## config.mk

```make
export PLATFORM = sky130hd
export DESIGN_NAME = sqtone_top
export DESIGN_NICKNAME = d
export VERILOG_FILES = /design/src/rtl/sqtone_pkg.sv /design/src/rtl/sqtone_ctrl.sv /design/src/rtl/sqtone_dp.sv /design/src/rtl/sqtone_top.sv
export SDC_FILE = /design/constraint.sdc
export NUM_CORES = 1
export LEC_CHECK = 0
export ABC_CLOCK_PERIOD_IN_PS = 4700
export BUFFER_PORTS_ARGS = -buffer_cell sky130_fd_sc_hd__buf_2
export CAP_MARGIN = 20
export CORE_MARGIN = 5
export CORE_UTILIZATION = 44
export CTS_CLUSTER_SIZE = 12
export DETAILED_ROUTE_END_ITERATION = 8
export SETUP_SLACK_MARGIN = 0.2
export SLEW_MARGIN = 30
export SYNTH_ARGS = -nofsm -noshare
export SYNTH_HDL_FRONTEND = slang
export SYNTH_HIERARCHICAL = 1
export SYNTH_SLANG_ARGS = --single-unit
```

## constraint.sdc

```tcl
create_clock -name clk -period 4.7 [get_ports clk]
set_clock_uncertainty 0.05 [all_clocks]
set_input_delay 0.235 -clock clk [delete_from_list [all_inputs] [get_ports clk]]
set_output_delay 0.235 -clock clk [all_outputs]
set_load 0.05 [all_outputs]
```

## src/rtl/sqtone_pkg.sv

```systemverilog
package sqtone_pkg;
  localparam int FREQ_W   = 11;
  localparam int VOL_W    = 4;
  localparam int LEN_MAX  = 64;
  localparam int LEN_W    = $clog2(LEN_MAX + 1);
  localparam int DUTY_W   = 2;
  localparam int PHASE_W  = 3;
  localparam int NUM_REGS = 5;

  typedef struct packed {
    logic              restart;
    logic              audible;
    logic              dacOn;
    logic [DUTY_W-1:0] duty;
    logic [VOL_W-1:0]  volume;
    logic [FREQ_W-1:0] freq;
  } ctl2dp_t;
endpackage

```

## src/rtl/sqtone_ctrl.sv

```systemverilog
module sqtone_ctrl
  import sqtone_pkg::*;
(
  input  logic    clk,
  input  logic    rstN,
  input  logic    wrEn,
  input  logic [2:0] wrAddr,
  input  logic [7:0] wrData,
  input  logic    lengthTick,
  input  logic    envTick,
  input  logic    sweepTick,
  output ctl2dp_t ctl,
  output logic    chanOn
);
  localparam logic [LEN_W-1:0] LEN_FULL = LEN_W'(LEN_MAX);

  logic [2:0] swPeriod, swShift;
  logic       swNeg;
  logic [DUTY_W-1:0] duty;
  logic [VOL_W-1:0]  envInit;
  logic       envUp;
  logic [2:0] envRaw;
  logic [FREQ_W-1:0] freq;
  logic       lenEn;

  logic       trigPend;
  logic       enabled;
  logic [VOL_W-1:0]  volume;
  logic [3:0] envCnt;
  logic [LEN_W-1:0] lenCnt;
  logic [FREQ_W-1:0] shadow;
  logic [3:0] sweepCnt;
  logic       sweepOn;

  function automatic logic [FREQ_W:0] sweepNext(input logic [FREQ_W-1:0] base,
                                                 input logic [2:0] sh,
                                                 input logic neg);
    logic [FREQ_W:0] b, dl;
    b  = {1'b0, base};
    dl = b >> sh;
    return neg ? (b - dl) : (b + dl);
  endfunction

  logic [FREQ_W:0] sum12, trigSum;
  logic dacOn, sweepFire, sweepCalc, sweepWrite, trigOver;
  logic [3:0] envReload, swReload;
  logic wrSel [NUM_REGS];

  always_comb begin
    for (int k = 0; k < NUM_REGS; k++) wrSel[k] = wrEn && (wrAddr == 3'(k));
  end

  assign dacOn      = |{envInit, envUp};
  assign sum12      = sweepNext(shadow, swShift, swNeg);
  assign trigSum    = sweepNext(freq, swShift, swNeg);
  assign trigOver   = (swShift != 3'd0) && trigSum[FREQ_W];
  assign envReload  = (envRaw == 3'd0) ? 4'd8 : {1'b0, envRaw};
  assign swReload   = (swPeriod == 3'd0) ? 4'd8 : {1'b0, swPeriod};
  assign sweepFire  = !trigPend && sweepTick && sweepOn && enabled && (sweepCnt == 4'd1);
  assign sweepCalc  = sweepFire && (swPeriod != 3'd0);
  assign sweepWrite = sweepCalc && !sum12[FREQ_W] && (swShift != 3'd0);

  // Register fields; a bus write wins over a sweep writeback in the same cycle
  always_ff @(posedge clk) begin
    if (!rstN) begin
      swPeriod <= '0; swNeg <= 1'b0; swShift <= '0;
      duty <= '0; envInit <= '0; envUp <= 1'b0; envRaw <= '0;
      freq <= '0; lenEn <= 1'b0; trigPend <= 1'b0;
    end else begin
      trigPend <= wrSel[4] && wrData[7];
      if (sweepWrite) freq <= sum12[FREQ_W-1:0];
      if (wrSel[0]) begin
        swPeriod <= wrData[6:4]; swNeg <= wrData[3]; swShift <= wrData[2:0];
      end
      if (wrSel[1]) duty <= wrData[7:6];
      if (wrSel[2]) begin
        envInit <= wrData[7:4]; envUp <= wrData[3]; envRaw <= wrData[2:0];
      end
      if (wrSel[3]) freq[7:0] <= wrData;
      if (wrSel[4]) begin
        freq[FREQ_W-1:8] <= wrData[2:0]; lenEn <= wrData[6];
      end
    end
  end

  // Channel state: enable, envelope, length, sweep
  always_ff @(posedge clk) begin
    if (!rstN) begin
      enabled <= 1'b0; volume <= '0; envCnt <= '0; lenCnt <= '0;
      shadow <= '0; sweepCnt <= '0; sweepOn <= 1'b0;
    end else begin
      if (trigPend) begin
        enabled  <= dacOn && !trigOver;
        volume   <= envInit;
        envCnt   <= envReload;
        if (lenCnt == '0) lenCnt <= LEN_FULL;
        shadow   <= freq;
        sweepCnt <= swReload;
        sweepOn  <= (swPeriod != 3'd0) || (swShift != 3'd0);
      end else begin
        if (envTick && enabled) begin
          if (envCnt <= 4'd1) begin
            envCnt <= envReload;
            if (envUp && volume != 4'hF) volume <= volume + 4'd1;
            else if (!envUp && volume != 4'h0) volume <= volume - 4'd1;
          end else begin
            envCnt <= envCnt - 4'd1;
          end
        end
        if (lengthTick && lenEn && lenCnt != '0) begin
          lenCnt <= lenCnt - LEN_W'(1);
          if (lenCnt == LEN_W'(1)) enabled <= 1'b0;
        end
        if (sweepTick && sweepOn && enabled) begin
          if (sweepCnt <= 4'd1) sweepCnt <= swReload;
          else sweepCnt <= sweepCnt - 4'd1;
        end
        if (sweepCalc && sum12[FREQ_W]) enabled <= 1'b0;
        if (sweepWrite) shadow <= sum12[FREQ_W-1:0];
      end
      if (wrSel[1]) lenCnt <= LEN_FULL - LEN_W'(wrData[5:0]);
      if (wrSel[2] && wrData[7:3] == 5'd0) enabled <= 1'b0;
    end
  end

  always_comb begin
    ctl.restart = trigPend;
    ctl.audible = enabled;
    ctl.dacOn   = dacOn;
    ctl.duty    = duty;
    ctl.volume  = volume;
    ctl.freq    = freq;
  end
  assign chanOn = enabled;

  assert_vol_step_R5: assert property (@(posedge clk) disable iff (!rstN)
    (!$past(trigPend) && volume != $past(volume)) |->
      ($past(envTick) && (volume == $past(volume) + 4'd1 || volume == $past(volume) - 4'd1)));

  assert_len_step_R6: assert property (@(posedge clk) disable iff (!rstN)
    (lenCnt != $past(lenCnt) && !$past(trigPend) && !$past(wrSel[1])) |->
      ($past(lengthTick) && lenCnt == $past(lenCnt) - LEN_W'(1)));

  assert_dac_kill_R4: assert property (@(posedge clk) disable iff (!rstN)
    $past(wrSel[2] && wrData[7:3] == 5'd0) |-> !chanOn);

  assert_over_kill_R8: assert property (@(posedge clk) disable iff (!rstN)
    $past(sweepCalc && sum12[FREQ_W]) |-> !chanOn);

  assert_trig_vol_R9: assert property (@(posedge clk) disable iff (!rstN)
    $past(trigPend) |-> volume == $past(envInit));
endmodule

```

## src/rtl/sqtone_dp.sv

```systemverilog
module sqtone_dp
  import sqtone_pkg::*;
#(
  parameter int TIMER_MUL = 4,
  parameter logic [VOL_W-1:0] DAC_OFF_AMP = '0
) (
  input  logic    clk,
  input  logic    rstN,
  input  ctl2dp_t ctl,
  output logic [VOL_W-1:0] amp
);
  localparam int FULL  = 1 << FREQ_W;
  localparam int CNT_W = $clog2(FULL * TIMER_MUL + 1);

  logic [CNT_W-1:0]   cnt, period;
  logic [PHASE_W-1:0] phase;
  logic               timerLive;
  logic               waveHigh;

  function automatic logic dutyBit(input logic [DUTY_W-1:0] d, input logic [PHASE_W-1:0] p);
    logic [7:0] pat;
    case (d)
      2'd0:    pat = 8'h01;
      2'd1:    pat = 8'h03;
      2'd2:    pat = 8'h0F;
      default: pat = 8'h3F;
    endcase
    return pat[p];
  endfunction

  assign period   = CNT_W'((FULL - int'(ctl.freq)) * TIMER_MUL);
  assign waveHigh = dutyBit(ctl.duty, phase);

  always_ff @(posedge clk) begin
    if (!rstN) begin
      cnt <= '0; phase <= '0; timerLive <= 1'b0;
    end else if (ctl.restart) begin
      cnt <= period; phase <= '0; timerLive <= 1'b1;
    end else if (timerLive) begin
      if (cnt <= CNT_W'(1)) begin
        cnt   <= period;
        phase <= phase + PHASE_W'(1);
      end else begin
        cnt <= cnt - CNT_W'(1);
      end
    end
  end

  always_comb begin
    if (!ctl.dacOn)                      amp = DAC_OFF_AMP;
    else if (ctl.audible && waveHigh)    amp = ctl.volume;
    else                                 amp = '0;
  end

  assert_idle_R1: assert property (@(posedge clk) disable iff (!rstN)
    !timerLive |-> (phase == '0));

  assert_phase_step_R2: assert property (@(posedge clk) disable iff (!rstN)
    (phase != $past(phase)) |->
      (phase == $past(phase) + PHASE_W'(1) || (phase == '0 && $past(ctl.restart))));
endmodule

```

## src/rtl/sqtone_top.sv

```systemverilog
module sqtone_top
  import sqtone_pkg::*;
#(
  parameter int TIMER_MUL = 4,
  parameter logic [3:0] DAC_OFF_AMP = 4'd0
) (
  input  logic       clk,
  input  logic       rstN,
  input  logic       wrEn,
  input  logic [2:0] wrAddr,
  input  logic [7:0] wrData,
  input  logic       lengthTick,
  input  logic       envTick,
  input  logic       sweepTick,
  output logic [3:0] amp,
  output logic       chanOn
);
  ctl2dp_t ctl;

  sqtone_ctrl uCtrl (
    .clk(clk), .rstN(rstN), .wrEn(wrEn), .wrAddr(wrAddr), .wrData(wrData),
    .lengthTick(lengthTick), .envTick(envTick), .sweepTick(sweepTick),
    .ctl(ctl), .chanOn(chanOn)
  );

  sqtone_dp #(.TIMER_MUL(TIMER_MUL), .DAC_OFF_AMP(DAC_OFF_AMP)) uDp (
    .clk(clk), .rstN(rstN), .ctl(ctl), .amp(amp)
  );
endmodule

```

==> impl_results.md, run 1 <==
* First-pass iteration count of the detailed router at 6
* Area of the core at 15150 um^2
* Ratio of final minimum period to clock period at 0.9290
* Most frequently used flop master after synthesis: sky130_fd_sc_hd__dfxtp_1
* Area after detailed placement at 7102 um^2
* Clock root buffer: sky130_fd_sc_hd__clkbuf_16
* Total of warnings raised by yosys at 6
* Share of the yosys chip area belonging to registers at 0.2361
* Net count after synthesis at 935
* Fin area at ~7500 um^2
* Detail-routed net length per standard cell at 17.59 um
* Pin count of the biggest net entering global routing at 50
* Initial core utilization at 0.4479
* Average footprint of a synthesized cell at 7.709 um^2
* Power after layout at 1.816 mW
* Pwr per Cell Area at about 240 nW/um^2
* Number of rows created at floorplan at 45
* Synth cell types at a little over 80
* Final Slew Violations at 0
* Worst slew margin at 0.4902
* FFs w/ async S/R, synth at 0
* Number of enable-type register cells in the synthesized netlist at 0
* Initial antenna violation count at 0
* Fill cell total of the finished layout at 1490
* Crit path capture type: register
* Die Height at 134.2 um
* DP Wirelength at 13.84 mm
* Routed vias/inst at just over 6
* Total grt overflow at 0
* Unrepaired setup endpoints after global routing: false
* Max-cap check violation count at 0
* Routed WL at 19.15 mm
* Clock tree from TritonCTS: yes
* Total standard cell area after synthesis at 6784 um^2
* Boundary Pins at 22
* Remaining antenna violation count at 0
* Proportion of layout cells with a drive suffix above 1 at 0.1254
* H-tree depth at 3
* Count of final hold-check violations at 0
* Status: completed
* Global-route wire length before repair at 30.54 mm
* Footprint of the multi-input gates at just under 5000 um^2
* Antenna diode count at 0
* Number of register bits inferred by synthesis at 80
* Worst Path Required at between 4 and 5 ns
* Type of the setup path with the least slack: register to register
* Worst-case vdd ir drop at approximately 0.33 mV
* Sequential cell area at 1607 um^2
* Latest clock arrival within the worst-skew pair at between 0.3 and 0.4 ns
* Longest Clk Path Bufs at 2
* Measured slew at the worst slew-check pin at 0.7578 ns
* Total of buffers placed on input and output ports at 21
* Horizontal die dimension at 134.2 um
* Synth-to-layout area growth at 10.20%
* F_max at 229.0 MHz
* Sinks on Clock Net at 80
* Vias in the first global route at 5892
* Clk pin slew, worst setup/hold paths at 0.06 ns
* Drc violations at 0
* Final-layout setup total negative slack at 0 ns
* Worst path arrival time at roughly 4.5 ns
* Hold crit path type: input port to register
* RD Place Congestion at 0.9204
* DIE AREA at 18000 um^2
* Vias at 6655
* Leakage power at ~2.8 nW
* Post-layout minimum cycle time at 4.366 ns
* Startpoint type of the worst setup path: register
* Hold WS at around 0.14 ns
* Cell count after synthesis at between 800 and 900
* Starting DRC count in detailed routing at 625
* Highest net fanout along the worst path at 13
* Overall track demand over capacity in global routing at 0.2070
* Clock buffer count from CTS at 9
* Final setup vio count at 0
* Net count reported at finish at 951
cells in the mapped netlist, types with 3 or more instances:
cell type / number / area [um^2]
sky130_fd_sc_hd__nand2_1: 95 / 356.6
sky130_fd_sc_hd__o21ai_0: 73 / 365.4
sky130_fd_sc_hd__o211ai_1: 6 / 45.04
sky130_fd_sc_hd__o2111ai_1: 4 / 35.03
sky130_fd_sc_hd__a2111oi_0: 3 / 26.28
sky130_fd_sc_hd__o21ai_1: 6 / 30.03
sky130_fd_sc_hd__a21o_1: 7 / 52.55
sky130_fd_sc_hd__or2_2: 8 / 50.05
sky130_fd_sc_hd__a31oi_1: 23 / 143.9
sky130_fd_sc_hd__mux4_2: 8 / 180.2
sky130_fd_sc_hd__nand3b_1: 5 / 37.54
sky130_fd_sc_hd__buf_4: 5 / 37.54
sky130_fd_sc_hd__buf_6: 3 / 33.78
sky130_fd_sc_hd__a21oi_1: 46 / 230.2
sky130_fd_sc_hd__ha_1: 36 / 450.4
sky130_fd_sc_hd__dfxtp_1: 80 / 1602
sky130_fd_sc_hd__o31ai_1: 7 / 52.55
sky130_fd_sc_hd__nor3b_1: 8 / 60.06
sky130_fd_sc_hd__or3_1: 12 / 75.07
sky130_fd_sc_hd__o22ai_1: 3 / 18.77
sky130_fd_sc_hd__buf_2: 8 / 40.04
sky130_fd_sc_hd__nor4_1: 7 / 43.79
sky130_fd_sc_hd__a21boi_0: 18 / 135.1
sky130_fd_sc_hd__and3_1: 9 / 56.30
sky130_fd_sc_hd__a211oi_1: 7 / 52.55
sky130_fd_sc_hd__nand2b_1: 15 / 93.84
sky130_fd_sc_hd__a211o_1: 5 / 43.79
sky130_fd_sc_hd__nor2_1: 67 / 251.5
sky130_fd_sc_hd__mux2_2: 3 / 33.78
sky130_fd_sc_hd__nand3_1: 37 / 185.2
sky130_fd_sc_hd__o22a_1: 3 / 26.28
sky130_fd_sc_hd__nor2b_1: 11 / 68.82
sky130_fd_sc_hd__clkbuf_1: 32 / 120.1
sky130_fd_sc_hd__inv_1: 34 / 127.6
sky130_fd_sc_hd__or4_1: 7 / 52.55
sky130_fd_sc_hd__nor3_1: 24 / 120.1
sky130_fd_sc_hd__o21a_1: 14 / 105.1
sky130_fd_sc_hd__xor2_1: 20 / 175.2
sky130_fd_sc_hd__mux2i_1: 27 / 270.3
sky130_fd_sc_hd__o221a_2: 3 / 33.78
sky130_fd_sc_hd__o31a_1: 3 / 26.28
sky130_fd_sc_hd__nand4_1: 7 / 43.79
sky130_fd_sc_hd__o32a_1: 3 / 30.03
sky130_fd_sc_hd__xnor2_1: 15 / 131.4
sky130_fd_sc_hd__and2_1: 13 / 81.33
layout make-up:
type	instances	area share
clock inverter	5	0.004351
inverter	36	0.01808
multi-input combinational	716	0.6509
clock buffer	11	0.03247
timing repair buffer	53	0.04787
sequential	80	0.2149
tap	188	0.03146
power breakdown:
group / switching (mW) / internal [mW]
combinational: 0.255 / 0.195
clock: 0.282 / 0.371
sequential: 0.0210 / 0.691
through the flow:
step	util	instances	setup slack, ns
3_3_place_gp	0.4689	1068	0.1873
6_report	0.4936	1089	0.3335
5_1_grt	0.4936	1089	0.1999
3_5_place_dp	0.4689	1068	0.1243
4_1_cts	0.4877	1084	0.2574
2_1_floorplan	-	880	0.2408
sequential cells by signal (all words and copies together), names as in the netlist:
| name | cells |
|---|---|
| uCtrl/chanOn | 1 |
| uCtrl/duty | 2 |
| uCtrl/envCnt | 4 |
| uCtrl/envInit | 4 |
| uCtrl/envRaw | 3 |
| uCtrl/envUp | 1 |
| uCtrl/freq | 11 |
| uCtrl/lenCnt | 7 |
| uCtrl/lenEn | 1 |
| uCtrl/shadow | 11 |
| uCtrl/swNeg | 1 |
| uCtrl/swPeriod | 3 |
| uCtrl/swShift | 3 |
| uCtrl/sweepCnt | 4 |
| uCtrl/sweepOn | 1 |
| uCtrl/trigPend | 1 |
| uCtrl/volume | 4 |
| uDp/cnt | 14 |
| uDp/phase | 3 |
| uDp/timerLive | 1 |
cell usage in the layout, fill, tap and decap left out, drive strengths merged, types with 8 or more instances in the layout:
master  synthesis  routed
nand2b         15      15
a21boi         18      18
o21ai          79      79
xnor2          15      15
xor2           20      20
inv            34      34
or3            12      12
or4             9       9
ha             36      36
nor2           67      67
or2             8       8
o21a           14      14
dfxtp          80      80
a31oi          23      23
mux2i          29      29
and2           15      15
nor2b          11      11
nand2          95      95
clkbuf         32      11
nor4            8       8
nor3           24      24
buf            16      53
mux4            8       8
nor3b           8       8
a21oi          47      47
and3            9       9
nand3          37      37
logic make-up (layout without fill, tap and decap cells):
logic type / after synthesis / in the layout / synth area share
flip-flops: 80 / 80 / 0.2361
buffers and inverters: 84 / 105 / 0.05404
multiplexers: 40 / 40 / 0.07543
AND/OR/NAND/NOR: 336 / 336 / 0.2486
adder cells (fa/ha/maj): 38 / 38 / 0.07230
XOR/XNOR: 35 / 35 / 0.04519
AO/OA/AOI/OAI: 267 / 267 / 0.2684
routing by layer:
metal,global-route usage,vias up,wire length (um)
met5,0,-,0
met4,0.05260,0,258
met3,0.02888,25,1001
met2,0.3193,220,8677
met1,0.3043,3132,9218
li1,-,3278,-
path summary, 6_finish.rpt:
| kind | start | to | slack (ns) | depth (start not counted) |
|---|---|---|---|---|
| worst max-delay path | uCtrl/swShift[1] | uCtrl/chanOn | 0.33 | 16 |
| worst min-delay path | wrData[7] | uCtrl/trigPend | 0.14 | 3 |
| worst max register to register | uCtrl/swShift[1] | uCtrl/chanOn | 0.33 | 16 |
| worst min register to register | uCtrl/duty[1] | uCtrl/duty[1] | 0.42 | 2 |
critical path, stage by stage, from the launching register on:
cell and delay (ns):
sky130_fd_sc_hd__dfxtp_4 0.38, sky130_fd_sc_hd__buf_12 0.15, sky130_fd_sc_hd__mux4_2 0.52, sky130_fd_sc_hd__mux2i_2 0.26
sky130_fd_sc_hd__ha_1 0.22, sky130_fd_sc_hd__inv_1 0.08, sky130_fd_sc_hd__or4b_4 0.57, sky130_fd_sc_hd__nand2b_4 0.16
sky130_fd_sc_hd__and2_0 0.15, sky130_fd_sc_hd__o32a_1 0.31, sky130_fd_sc_hd__ha_1 0.30, sky130_fd_sc_hd__nand4_1 0.07
sky130_fd_sc_hd__nor2_1 0.11, sky130_fd_sc_hd__a31oi_1 0.13, sky130_fd_sc_hd__a21o_1 0.19, sky130_fd_sc_hd__o211ai_1 0.41
sky130_fd_sc_hd__o41ai_2 0.16
repair_timing:
action,CTS,global route
gates resized for setup,3,11
pin swaps,1,1
hold buffers,0,0
endpoints found under the setup margin,2,22
setup buffers,0,5
No activity file was read; power rests on OpenSTA's default activity.
==> run 2: changes to the inputs <==
--- a/config.mk
+++ b/config.mk
@@ -12,6 +12,7 @@
 export CORE_UTILIZATION = 44
 export CTS_CLUSTER_SIZE = 12
 export DETAILED_ROUTE_END_ITERATION = 8
+export PLACE_DENSITY = 0.7
 export SETUP_SLACK_MARGIN = 0.2
 export SLEW_MARGIN = 30
 export SYNTH_ARGS = -nofsm -noshare
==> run 2 against run 1 <==
  * Critical path depth is 1 higher
  * Critical path type unchanged
  * Clock power up 13%
  * Highest routed layer unchanged
  * Worst hold slack improved by 0.0084 ns
==> impl_results.md, run 2 (synthesis results as in run 1) <==
* Status: completed
* Finished Core Util at 0.4899 (-0.003718)
* Hold WS at 0.1440 ns (+0.008408 ns)
* Boundary Pins at 22 (unchanged)
* Worst Path Required at 4.86 ns (+0.02 ns)
* Total of buffers placed on input and output ports at 21 (unchanged)
* Initial antenna violation count at 0 (unchanged)
* Destination of the critical timing path: uCtrl/chanOn
* Critical Path Most Common Cell: sky130_fd_sc_hd__ha_1
* Highest net fanout along the worst path at 22 (+9)
* FF-to-FF path depth at 17 (+1)
* Pwr per Cell Area at 255.2 nW/um^2 (+5.0%)
* Die Height at 134.2 um (unchanged)
* Global-route wire length before repair at 29.73 mm (-2.6%)
* Worst reg-to-reg setup slack at 0.44 ns (+0.11 ns)
* Worst slew margin at 0.5120 (+0.02183)
* Post-CTS Hold Fix Bufs at 0 (unchanged)
* Register bank with the most flops: uDp/cnt
* Type of the setup path with the least slack: register to register
* Post-layout minimum cycle time at 4.259 ns (-0.1071 ns)
* Proportion of layout cells with a drive suffix above 1 at 0.1132 (-0.01219)
* DIE AREA at 18000 um^2 (unchanged)
* Worst path arrival time at 4.42 ns (-0.09 ns)
* Remaining antenna violation count at 0 (unchanged)
* Launch point of the critical path: uCtrl/swShift[1]
* H-tree depth at 3 (unchanged)
* RD Place Congestion at 0.8858 (-3.8%)
* Largest stage delay on the critical path at 0.58 ns (about the same)
* Longest Clk Path Bufs at 2 (unchanged)
* Final-layout setup total negative slack at 0 ns (unchanged)
* Leakage power at 2.786 nW (-1.1%)
* Largest registers: uDp/cnt: 14 flops, uCtrl/freq: 11 flops, uCtrl/shadow: 11 flops
* Final setup vio count at 0 (unchanged)
* Ordered list of cells on the worst path: buf_6 > mux4_2 > mux2i_1 > buf_4 > ha_1 > inv_1 > or4b_1 > nand2b_1 > and2_0 > o32a_1 > ha_1 > nand4_1 > nor2_1 > a31oi_1 > a21o_1 > o211ai_1 > o41ai_1
* Routed vias/inst at 6.048 (-1.0%)
* Sinks on Clock Net at 80 (unchanged)
* Slowest cell on crit path: sky130_fd_sc_hd__or4b_1
* Clock buffer count from CTS at 9 (unchanged)
* Clock tree from TritonCTS: yes
* Crit path capture type: register
* Clock root buffer: sky130_fd_sc_hd__clkbuf_16
* Worst-case vdd ir drop at 0.2149 mV (-35%)
* Measured slew at the worst slew-check pin at 0.7253 ns (-0.03245 ns)
* Max-cap check violation count at 0 (unchanged)
* Overall track demand over capacity in global routing at 0.1999 (-0.007105)
* Final Slew Violations at 0 (unchanged)
* Critical register-to-register path endpoint: uCtrl/chanOn
* DP Wirelength at 13.10 mm (-5.3%)
* Commonest cells after routing, fill and taps aside: 95 x sky130_fd_sc_hd__nand2_1, 77 x sky130_fd_sc_hd__dfxtp_1, 71 x sky130_fd_sc_hd__o21ai_0
* Net count reported at finish at 943 (-0.84%)
* Most frequent standard cell in the layout excluding fill and tap cells: sky130_fd_sc_hd__nand2_1
* Post-cts gate resize count at 0 (-3)
* Largest register FFs at 14 (unchanged)
* First-pass iteration count of the detailed router at 5 (-1)
* Unrepaired setup endpoints after global routing: false
* F_max at 234.8 MHz (+2.5%)
* Detail-routed net length per standard cell at 16.89 um (-4.0%)
* Initial core utilization at 0.4479 (unchanged)
* Postcts setup bufs at 0 (unchanged)
* Hold crit path type: input port to register
* Worst reg2reg startpoint: uCtrl/swShift[1]
* Vias at 6532 (-1.8%)
* Drc violations at 0 (unchanged)
* Total grt overflow at 0 (unchanged)
* Clk pin slew, worst setup/hold paths at 0.06 ns (about the same)
* Startpoint type of the worst setup path: register
* Vias in the first global route at 5935 (+0.73%)
* Horizontal die dimension at 134.2 um (unchanged)
* Number of rows created at floorplan at 45 (unchanged)
* Area of the core at 15150 um^2 (unchanged)
* Routed WL at 18.24 mm (-4.8%)
* Antenna diode count at 0 (unchanged)
* Synth-to-layout area growth at 9.369%
* Pin count of the biggest net entering global routing at 42 (-16%)
* Starting DRC count in detailed routing at 590 (-5.6%)
* Ratio of final minimum period to clock period at 0.9063 (-0.02278)
* Count of final hold-check violations at 0 (unchanged)
* Latest clock arrival within the worst-skew pair at 0.34 ns (about the same)
==> run 2: worst min path at each step <==
stage                   from             end  cells after the start
2_1_floorplan      wrData[7]  uCtrl/trigPend                      2
3_3_place_gp   uCtrl/duty[0]   uCtrl/duty[0]                      2
3_5_place_dp   uCtrl/duty[0]   uCtrl/duty[0]                      2
4_1_cts            wrData[7]  uCtrl/trigPend                      3
5_1_grt            wrData[6]   uCtrl/duty[0]                      3
6_report           wrData[7]  uCtrl/trigPend                      3
==> run 2: cell type report <==
class                      instances  area [um^2]
clock buffer                      10        229.0
sequential                        80         1605
tap                              188        235.2
fill                            1442         7726
clock inverter                     5        82.58
multi-input combinational        716         4843
inverter                          36        135.1
timing repair buffer              45        289.0
==> run 2: metrics by stage <==
step | instance area, um^2 | setup WS, ns | std cells | power (mW)
6_report | 7420 | 0.4406 | 1080 | 1.893
5_1_grt | 7420 | 0.2321 | 1080 | 1.995
2_1_floorplan | 6792 | 0.2408 | 880 | 1.054
4_1_cts | 7391 | 0.3575 | 1080 | 1.895
3_5_place_dp | 7079 | 0.3658 | 1065 | 1.154
3_3_place_gp | 7079 | 0.4503 | 1065 | 1.150
==> run 2: per-layer routing <==
| layer | share of wire | up-vias | GRT usage |
|---|---|---|---|
| met5 | 0 | - | 0 |
| met4 | 0.011 | 0 | 0.05090 |
| met3 | 0.055 | 22 | 0.03076 |
| met2 | 0.47 | 174 | 0.3207 |
| met1 | 0.47 | 3068 | 0.2820 |
| li1 | - | 3268 | - |
==> run 2: power breakdown <==
part	internal (mW)	total [mW]	switching, mW
logic	0.190	0.441	0.251
registers	0.692	0.713	0.0209
clock network	0.463	0.740	0.277
total	1.34	1.89	0.549
==> run 2: critical path: cells and delay by family, from the launching register on <==
| kind | cells | cell delay (ns) |
|---|---|---|
| and+or+nand+nor | 5 | 1.11 |
| AOI/OAI and AO/OA | 5 | 0.97 |
| muxes | 2 | 0.72 |
| buffers and inverters | 3 | 0.46 |
| adders and majority gates | 2 | 0.46 |
| DFF | 1 | 0.36 |
